<file path="config.mk">
export PLATFORM = sky130hd
export DESIGN_NAME = rdo_sequencer
export DESIGN_NICKNAME = d
export VERILOG_FILES = /design/src/rtl/rdo_seq_pkg.sv /design/src/rtl/rdo_ram.sv /design/src/rtl/rdo_engine.sv /design/src/rtl/rdo_sequencer.sv
export SDC_FILE = /design/constraint.sdc
export NUM_CORES = 2
export LEC_CHECK = 0
export BUFFER_PORTS_ARGS = -buffer_cell sky130_fd_sc_hd__buf_2
export CELL_PAD_IN_SITES_DETAIL_PLACEMENT = 2
export CELL_PAD_IN_SITES_GLOBAL_PLACEMENT = 2
export CORE_MARGIN = 8
export CORE_UTILIZATION = 45
export DETAILED_ROUTE_END_ITERATION = 8
export PLACE_DENSITY_LB_ADDON = 0.1
export SLEW_MARGIN = 20
export SYNTH_ARGS = -nofsm -noshare
export SYNTH_HDL_FRONTEND = slang
export SYNTH_SLANG_ARGS = --single-unit
</file>
<file path="constraint.sdc">
create_clock -name clk -period 3.2 [get_ports clk]
set_input_delay 0.16 -clock clk [delete_from_list [all_inputs] [get_ports clk]]
set_output_delay 0.16 -clock clk [all_outputs]
set_load 0.01 [all_outputs]
</file>
<file path="src/rtl/rdo_seq_pkg.sv">
// Shared types for the pattern sequencer: program opcodes and the
// engine state encoding. No parameters live here; widths are set per
// instance by the top module.
package rdo_seq_pkg;

    typedef enum logic [1:0] {
        OP_EXEC = 2'b00,
        OP_JUMP = 2'b01,
        OP_END  = 2'b10,
        OP_NOP  = 2'b11
    } seq_op_e;

    typedef enum logic [1:0] {
        ST_IDLE  = 2'd0,
        ST_FETCH = 2'd1,
        ST_RUN   = 2'd2
    } eng_state_e;

endpackage

</file>
<file path="src/rtl/rdo_ram.sv">
// Host-loaded storage array with one write port and one combinational
// read port. Writes are discarded while lock is high (the engine is
// running). Assumes the host holds its write inputs stable for one clock.
module rdo_ram #(
    parameter int W  = 28,
    parameter int AW = 6
) (
    input  logic          clk,
    input  logic          rst_n,
    input  logic          lock,
    input  logic          we,
    input  logic [AW-1:0] waddr,
    input  logic [W-1:0]  wdata,
    input  logic [AW-1:0] raddr,
    output logic [W-1:0]  rdata
);
    localparam int DEPTH = 1 << AW;

    logic [W-1:0] mem [DEPTH];

    // Store a host word when the engine is not running.
    always_ff @(posedge clk) begin
        if (we && !lock) begin
            mem[waddr] <= wdata;
        end
    end

    // Read the addressed word without a register stage.
    always_comb begin
        rdata = mem[raddr];
    end


    wr_lock_chk: assert property (@(posedge clk) disable iff (!rst_n)
        (we && lock) |=> (mem[$past(waddr)] == $past(mem[waddr])));

endmodule

</file>
<file path="src/rtl/rdo_engine.sv">
// Two-level interpreter: fetches program words, and for each run
// instruction steps through a stored pattern, holding each state for its
// own dwell and repeating the pattern back to back. Both memories are
// read combinationally, so a fetched word is decoded in the same cycle.
// Assumes the address field is wide enough for both memories.
module rdo_engine
    import rdo_seq_pkg::*;
#(
    parameter int CLK_W  = 18,
    parameter int RSP_W  = 8,
    parameter int REP_W  = 8,
    parameter int PAT_AW = 6,
    parameter int SEQ_AW = 5,
    localparam int AF_W  = (PAT_AW > SEQ_AW) ? PAT_AW : SEQ_AW,
    localparam int PW    = CLK_W + RSP_W + 2,
    localparam int INS_W = 2 + AF_W + REP_W
) (
    input  logic              clk,
    input  logic              rst_n,
    input  logic              start_i,
    input  logic              stop_i,
    input  logic [INS_W-1:0]  ins_i,
    output logic [SEQ_AW-1:0] seq_raddr_o,
    input  logic [PW-1:0]     pat_word_i,
    output logic [PAT_AW-1:0] pat_raddr_o,
    output logic              busy_o,
    output logic [CLK_W-1:0]  clk_lines_o,
    output logic              strobe_o
);
    eng_state_e        state_q;
    logic [SEQ_AW-1:0] seq_pc_q;
    logic [PAT_AW-1:0] pat_pc_q;
    logic [PAT_AW-1:0] pat_base_q;
    logic [REP_W-1:0]  rep_q;
    logic [RSP_W-1:0]  dwell_q;
    logic              last_q;
    logic [CLK_W-1:0]  lvl_q;
    logic              stb_q;
    logic              stop_pend_q;

    seq_op_e           op;
    logic [AF_W-1:0]   fld_addr;
    logic [REP_W-1:0]  fld_rep;
    logic              stop_now;
    logic [PAT_AW-1:0] pat_next;

    // Split the fetched program word into its fields.
    always_comb begin
        op       = seq_op_e'(ins_i[INS_W-1 -: 2]);
        fld_addr = ins_i[REP_W +: AF_W];
        fld_rep  = ins_i[REP_W-1:0];
        stop_now = stop_pend_q | stop_i;
    end

    // Pick the pattern address whose word is loaded at the next edge.
    always_comb begin
        pat_next = PAT_AW'(pat_pc_q + 1'b1);
        if (state_q == ST_FETCH) begin
            pat_raddr_o = fld_addr[PAT_AW-1:0];
        end else if (state_q == ST_RUN && last_q) begin
            pat_raddr_o = pat_base_q;
        end else begin
            pat_raddr_o = pat_next;
        end
    end

    // Remember a stop request until the run actually ends.
    always_ff @(posedge clk) begin
        if (!rst_n) begin
            stop_pend_q <= 1'b0;
        end else if (state_q == ST_IDLE) begin
            stop_pend_q <= 1'b0;
        end else if (stop_i) begin
            stop_pend_q <= 1'b1;
        end
    end

    // Interpret program words and step the active pattern.
    always_ff @(posedge clk) begin
        if (!rst_n) begin
            state_q    <= ST_IDLE;
            seq_pc_q   <= '0;
            pat_pc_q   <= '0;
            pat_base_q <= '0;
            rep_q      <= '0;
            dwell_q    <= '0;
            last_q     <= 1'b0;
            lvl_q      <= '0;
            stb_q      <= 1'b0;
        end else begin
            case (state_q)
                ST_IDLE: begin
                    if (start_i) begin
                        seq_pc_q <= '0;
                        state_q  <= ST_FETCH;
                    end
                end
                ST_FETCH: begin
                    if (stop_now) begin
                        state_q <= ST_IDLE;
                        stb_q   <= 1'b0;
                    end else begin
                        case (op)
                            OP_EXEC: begin
                                seq_pc_q <= SEQ_AW'(seq_pc_q + 1'b1);
                                if (fld_rep != '0) begin
                                    pat_pc_q   <= fld_addr[PAT_AW-1:0];
                                    pat_base_q <= fld_addr[PAT_AW-1:0];
                                    rep_q      <= fld_rep;
                                    lvl_q      <= pat_word_i[CLK_W-1:0];
                                    stb_q      <= pat_word_i[CLK_W];
                                    dwell_q    <= pat_word_i[CLK_W+1 +: RSP_W];
                                    last_q     <= pat_word_i[PW-1];
                                    state_q    <= ST_RUN;
                                end
                            end
                            OP_JUMP: seq_pc_q <= fld_addr[SEQ_AW-1:0];
                            OP_END:  state_q  <= ST_IDLE;
                            default: seq_pc_q <= SEQ_AW'(seq_pc_q + 1'b1);
                        endcase
                    end
                end
                ST_RUN: begin
                    if (dwell_q != '0) begin
                        dwell_q <= dwell_q - 1'b1;
                    end else if (!last_q || (!stop_now && rep_q > 1)) begin
                        if (last_q) begin
                            rep_q <= rep_q - 1'b1;
                        end
                        pat_pc_q <= pat_raddr_o;
                        lvl_q    <= pat_word_i[CLK_W-1:0];
                        stb_q    <= pat_word_i[CLK_W];
                        dwell_q  <= pat_word_i[CLK_W+1 +: RSP_W];
                        last_q   <= pat_word_i[PW-1];
                    end else begin
                        stb_q   <= 1'b0;
                        state_q <= stop_now ? ST_IDLE : ST_FETCH;
                    end
                end
                default: state_q <= ST_IDLE;
            endcase
        end
    end

    assign seq_raddr_o = seq_pc_q;
    assign busy_o      = (state_q != ST_IDLE);
    assign clk_lines_o = lvl_q;
    assign strobe_o    = stb_q;


    dwell_hold_chk: assert property (@(posedge clk) disable iff (!rst_n)
        (state_q == ST_RUN && dwell_q != '0) |=> ($stable(lvl_q) && $stable(stb_q)));


    idle_hold_chk: assert property (@(posedge clk) disable iff (!rst_n)
        (state_q == ST_IDLE) |=> $stable(lvl_q));


    strobe_idle_chk: assert property (@(posedge clk) disable iff (!rst_n)
        !busy_o |-> !strobe_o);


    rep_live_chk: assert property (@(posedge clk) disable iff (!rst_n)
        (state_q == ST_RUN) |-> (rep_q != '0));


    no_early_halt_chk: assert property (@(posedge clk) disable iff (!rst_n)
        (state_q == ST_RUN && !stop_pend_q && !stop_i) |=> (state_q != ST_IDLE));


    start_busy_chk: assert property (@(posedge clk) disable iff (!rst_n)
        (state_q == ST_IDLE && start_i) |=> busy_o);

endmodule

</file>
<file path="src/rtl/rdo_sequencer.sv">
// Top of the pattern sequencer: two host-loaded memories (patterns and
// program) feeding the interpreter engine. The engine's busy flag locks
// both memories against host writes during a run.
module rdo_sequencer #(
    parameter int CLK_W  = 18,
    parameter int RSP_W  = 8,
    parameter int REP_W  = 8,
    parameter int PAT_AW = 6,
    parameter int SEQ_AW = 5,
    localparam int AF_W  = (PAT_AW > SEQ_AW) ? PAT_AW : SEQ_AW,
    localparam int PW    = CLK_W + RSP_W + 2,
    localparam int INS_W = 2 + AF_W + REP_W
) (
    input  logic              clk,
    input  logic              rst_n,
    input  logic              pat_we,
    input  logic [PAT_AW-1:0] pat_waddr,
    input  logic [PW-1:0]     pat_wdata,
    input  logic              seq_we,
    input  logic [SEQ_AW-1:0] seq_waddr,
    input  logic [INS_W-1:0]  seq_wdata,
    input  logic              start,
    input  logic              stop,
    output logic              busy,
    output logic [CLK_W-1:0]  clk_lines,
    output logic              conv_strobe
);
    logic [PAT_AW-1:0] pat_raddr;
    logic [PW-1:0]     pat_word;
    logic [SEQ_AW-1:0] seq_raddr;
    logic [INS_W-1:0]  ins_word;

    rdo_ram #(.W(PW), .AW(PAT_AW)) pat_mem_i (
        .clk   (clk),
        .rst_n (rst_n),
        .lock  (busy),
        .we    (pat_we),
        .waddr (pat_waddr),
        .wdata (pat_wdata),
        .raddr (pat_raddr),
        .rdata (pat_word)
    );

    rdo_ram #(.W(INS_W), .AW(SEQ_AW)) seq_mem_i (
        .clk   (clk),
        .rst_n (rst_n),
        .lock  (busy),
        .we    (seq_we),
        .waddr (seq_waddr),
        .wdata (seq_wdata),
        .raddr (seq_raddr),
        .rdata (ins_word)
    );

    rdo_engine #(
        .CLK_W(CLK_W), .RSP_W(RSP_W), .REP_W(REP_W),
        .PAT_AW(PAT_AW), .SEQ_AW(SEQ_AW)
    ) engine_i (
        .clk         (clk),
        .rst_n       (rst_n),
        .start_i     (start),
        .stop_i      (stop),
        .ins_i       (ins_word),
        .seq_raddr_o (seq_raddr),
        .pat_word_i  (pat_word),
        .pat_raddr_o (pat_raddr),
        .busy_o      (busy),
        .clk_lines_o (clk_lines),
        .strobe_o    (conv_strobe)
    );

endmodule

</file>
==> impl_metrics.tcl <==
set metrics [dict create \
    wl_per_cell_um 44.68 \
    synth_xor_area_share_pct 0.04785 \
    place_area_mm2 0.1011 \
    rsz0062_at_grt "yes" \
    final_hold_viol_count 0 \
    dr.pass1.iters 5 \
    path_common_cell "buf_12" \
    grt_pass1_wl_um 494500 \
    die_x_um 467.0 \
    synth_compound_area_share_pct 4.137 \
    drc_errors 0 \
    critPathTopFamily "compound AO/OA/AOI/OAI gates" \
    ys_seq_area_share_pct 76.93 \
    post-dp-hpwl_um 204100 \
    crit_path_max_fanout 12 \
    final_cells 8613 \
    yosys_warnings 0 \
    cts_root_buffer "clkbuf_16" \
    grt_pass1_vias 58840 \
    worst_slack_ps -1026 \
    drt-initial-drc-count 8048 \
    async_flop_share_pct 0 \
    relSlewSlack_pct 20.68 \
    antenna_found_initial 17 \
    drv_cap 0 \
    fp.dieH_um 467.0 \
    critPathBufInv 6 \
    grt.total_usage_pct 32.47 \
    portBuffers 80 \
    syn_inst 4744 \
    drive_above_1_share_pct 36.27 \
    syn_area_mm2 0.09152 \
    synthMuxAreaShare_pct 13.08 \
    synth_simple_gate_area_share_pct 4.148 \
    final_area_mm2 0.1149 \
    place_congestion 0.8409 \
    p_leak_nw 38.33 \
    setup_viol 60 \
    area_growth_pct 25.56 \
    vias_per_cell 6.657 \
    outcome "finished with violations" \
    fmax_mhz 236.7 \
    synth_fp_nets 4815 \
    path_clk_slew_ps 70 \
    p_per_area_mw_per_mm2 766.8 \
    dpl.cell_count 7890 \
    clk_latency_ps 930 \
    ys_types 78 \
    grt_max_degree 65 \
    critPathCaptureType "flip-flop" \
    gr-total-overflow 0 \
    nNetsFinal 5795 \
    cp.arrival_ps 5030 \
    clockBufferDepth 3 \
    cts_buffers 240 \
    ir_drop_v 0.0006787 \
    timing.final.crit_share_pct 132.0 \
    drt_wl_total_um 384800 \
    max_stage_delay_ps 520 \
    synth_seq_cells 2365 \
    period_minus_slack_ps 4226 \
    rows 165 \
    crit_path_start_kind "flip-flop" \
    synth_top_area_share_pct 75.60 \
    synth-edff-count 2304 \
    worst_pin_slew_ps 1190 \
    cp_cell_sequence "buf_12 > mux2i_1 > a22oi_1 > a21o_1 > a41o_1 > and2_4 > buf_12 > buf_16 > buf_16 > buf_12 > mux4_2 > a22o_1 > a221oi_2 > buf_4 > o2111ai_4 > o2111a_1" \
    ant_nets 0 \
    synth_top_cell_by_area "edfxtp_1" \
    syn_avg_cell_area_um2 19.29 \
    violations "negative setup slack" \
    dieArea_mm2 0.2181 \
    numClockSinks 2365 \
    drv_slew 0 \
    cts_max_level 4 \
    critPathKind "flip-flop to flip-flop" \
    finClkSkew_ps 59.95 \
    via_count 57330 \
    required_ps 4000 \
    synth_top_family_by_area "multiplexers" \
    hold_path_class "input pin to flip-flop" \
    cts_tree "built" \
    num_io_pins 81 \
    netlist_top_cells_area "edfxtp_1, mux4_2, mux2i_1" \
    cp_slowest_cell "mux4_2" \
    core_mm2 0.2021 \
    start_util_pct 45.28 \
    synthAdderAreaFrac_pct 0.1367 \
    ys.flop_type "edfxtp_1" \
]
layout make-up:
type | count | area (um2)
Inverter | 14 | 52.55
Clock inverter | 123 | 1041
Clock buffer | 329 | 6595
Timing Repair Buffer | 995 | 10870
Antenna cell | 7 | 17.52
Multi-Input combinational cell | 2108 | 22570
Fill cell | 16800 | 87200
Tap cell | 2672 | 3343
Sequential cell | 2365 | 70420
final timing paths:
path | from | to | cells after the start | slack, ps
worst min-delay path | pat_wdata[16] | pat_mem_i.mem[37][16] | 2 | 30
worst max register to register | flip-flop | engine_i.dwell_q[2] | 16 | -1030
worst min register to register | engine_i.pat_base_q[3] | engine_i.pat_base_q[3] | 2 | 480
worst max-delay path | flip-flop | engine_i.dwell_q[2] | 16 | -1030
synthesized netlist by cell type (7+ instances only):
library cell,instances
buf_2,116
nand3_1,128
buf_4,32
a32oi_1,79
a22oi_1,75
nor2_1,184
and3_1,11
o211ai_1,9
a21oi_1,78
nor2b_1,16
clkbuf_1,92
inv_1,13
dfxtp_1,61
mux2i_1,282
edfxtp_1,2304
nand2_1,390
o221ai_1,25
nand3b_1,12
a221oi_1,8
o21ai_1,16
nand4_1,17
nor4_1,10
buf_6,15
nor3_1,35
a21boi_0,15
a211oi_1,9
mux2_2,22
ha_1,10
o21ai_0,48
o22ai_1,100
a21o_1,7
a31oi_1,15
o2111ai_1,7
and2_1,10
mux4_2,395
repair_timing:
| item | in CTS | in global routing |
|---|---|---|
| resized for setup | 335 | 285 |
| hold endpoints to repair | 829 | 663 |
| pin swaps | 41 | 94 |
| buffers inserted | 92 | 85 |
| hold buffers | 41 | 13 |
| endpoints found under the setup margin | 60 | 60 |
| gates cloned | 25 | 13 |
routing by layer:
layer | part of all wire (%) | global-route usage [%]
met1 | 37 | 42.20
met2 | 50 | 55.34
met3 | 8.1 | 4.948
met4 | 5.1 | 12.73
met5 | 0.0023 | 0
state kept, by name, indices dropped and copies added (netlist names), 2 cells and up, named ones only:
| name | cells |
|---|---|
| engine_i.clk_lines_o | 18 |
| engine_i.dwell_q | 8 |
| engine_i.pat_base_q | 6 |
| engine_i.pat_pc_q | 6 |
| engine_i.rep_q | 8 |
| engine_i.seq_raddr_o | 5 |
| engine_i.state_q | 2 |
| pat_mem_i.mem | 1792 |
| seq_mem_i.mem | 512 |
logic make-up after synthesis:
kind of cell    after synthesis
mux                         699
flops                      2365
fa+ha+maj                    10
compound gates              540
xor+xnor                      5
simple gates                854
buf+inv                     271
stage by stage:
| step | hold WS (ps) | power (mW) | TNS, ps | utilization (%) | worst slack, ps |
|---|---|---|---|---|---|
| final | 32.37 | 88.11 | -44010 | 56.85 | -1026 |
| after global routing | 49.57 | 89.53 | -46030 | 56.85 | -1011 |
| after CTS | 14.59 | 84.75 | -30760 | 55.57 | -785.9 |
| after global placement | 456.8 | 52.95 | -42870 | 50.02 | -1478 |
| after floorplan | 258.9 | 44.03 | -9.458 | - | -9.458 |
| after detailed placement | 473.2 | 53.60 | -50180 | 50.02 | -1473 |
where the power goes:
| group | internal (mW) | switching, mW |
|---|---|---|
| registers | 34.2 | 0.269 |
| clock network | 15.6 | 13.7 |
| logic | 10.5 | 13.8 |
| total | 60.4 | 27.7 |
layout by cell type, fill, tap and decap left out, types with 37 or more instances in the layout:
cell type | Yosys | final
edfxtp_1 | 2304 | 2304
dlygate4sd3_1 | 0 | 54
nand2_1 | 390 | 369
clkinv_2 | 0 | 45
buf_4 | 32 | 573
mux2i_1 | 282 | 253
dfxtp_1 | 61 | 57
nor2_2 | 1 | 37
buf_12 | 0 | 135
o22ai_1 | 100 | 70
buf_16 | 0 | 39
nand3_1 | 128 | 105
buf_6 | 15 | 89
nor2_1 | 184 | 72
clkbuf_1 | 92 | 68
buf_2 | 116 | 68
nor2_4 | 0 | 76
a21oi_1 | 78 | 47
a32oi_1 | 79 | 64
clkbuf_16 | 0 | 257
clkinv_1 | 0 | 46
mux4_2 | 395 | 395
a22oi_2 | 0 | 49
No activity file was read; power rests on OpenSTA's default activity.
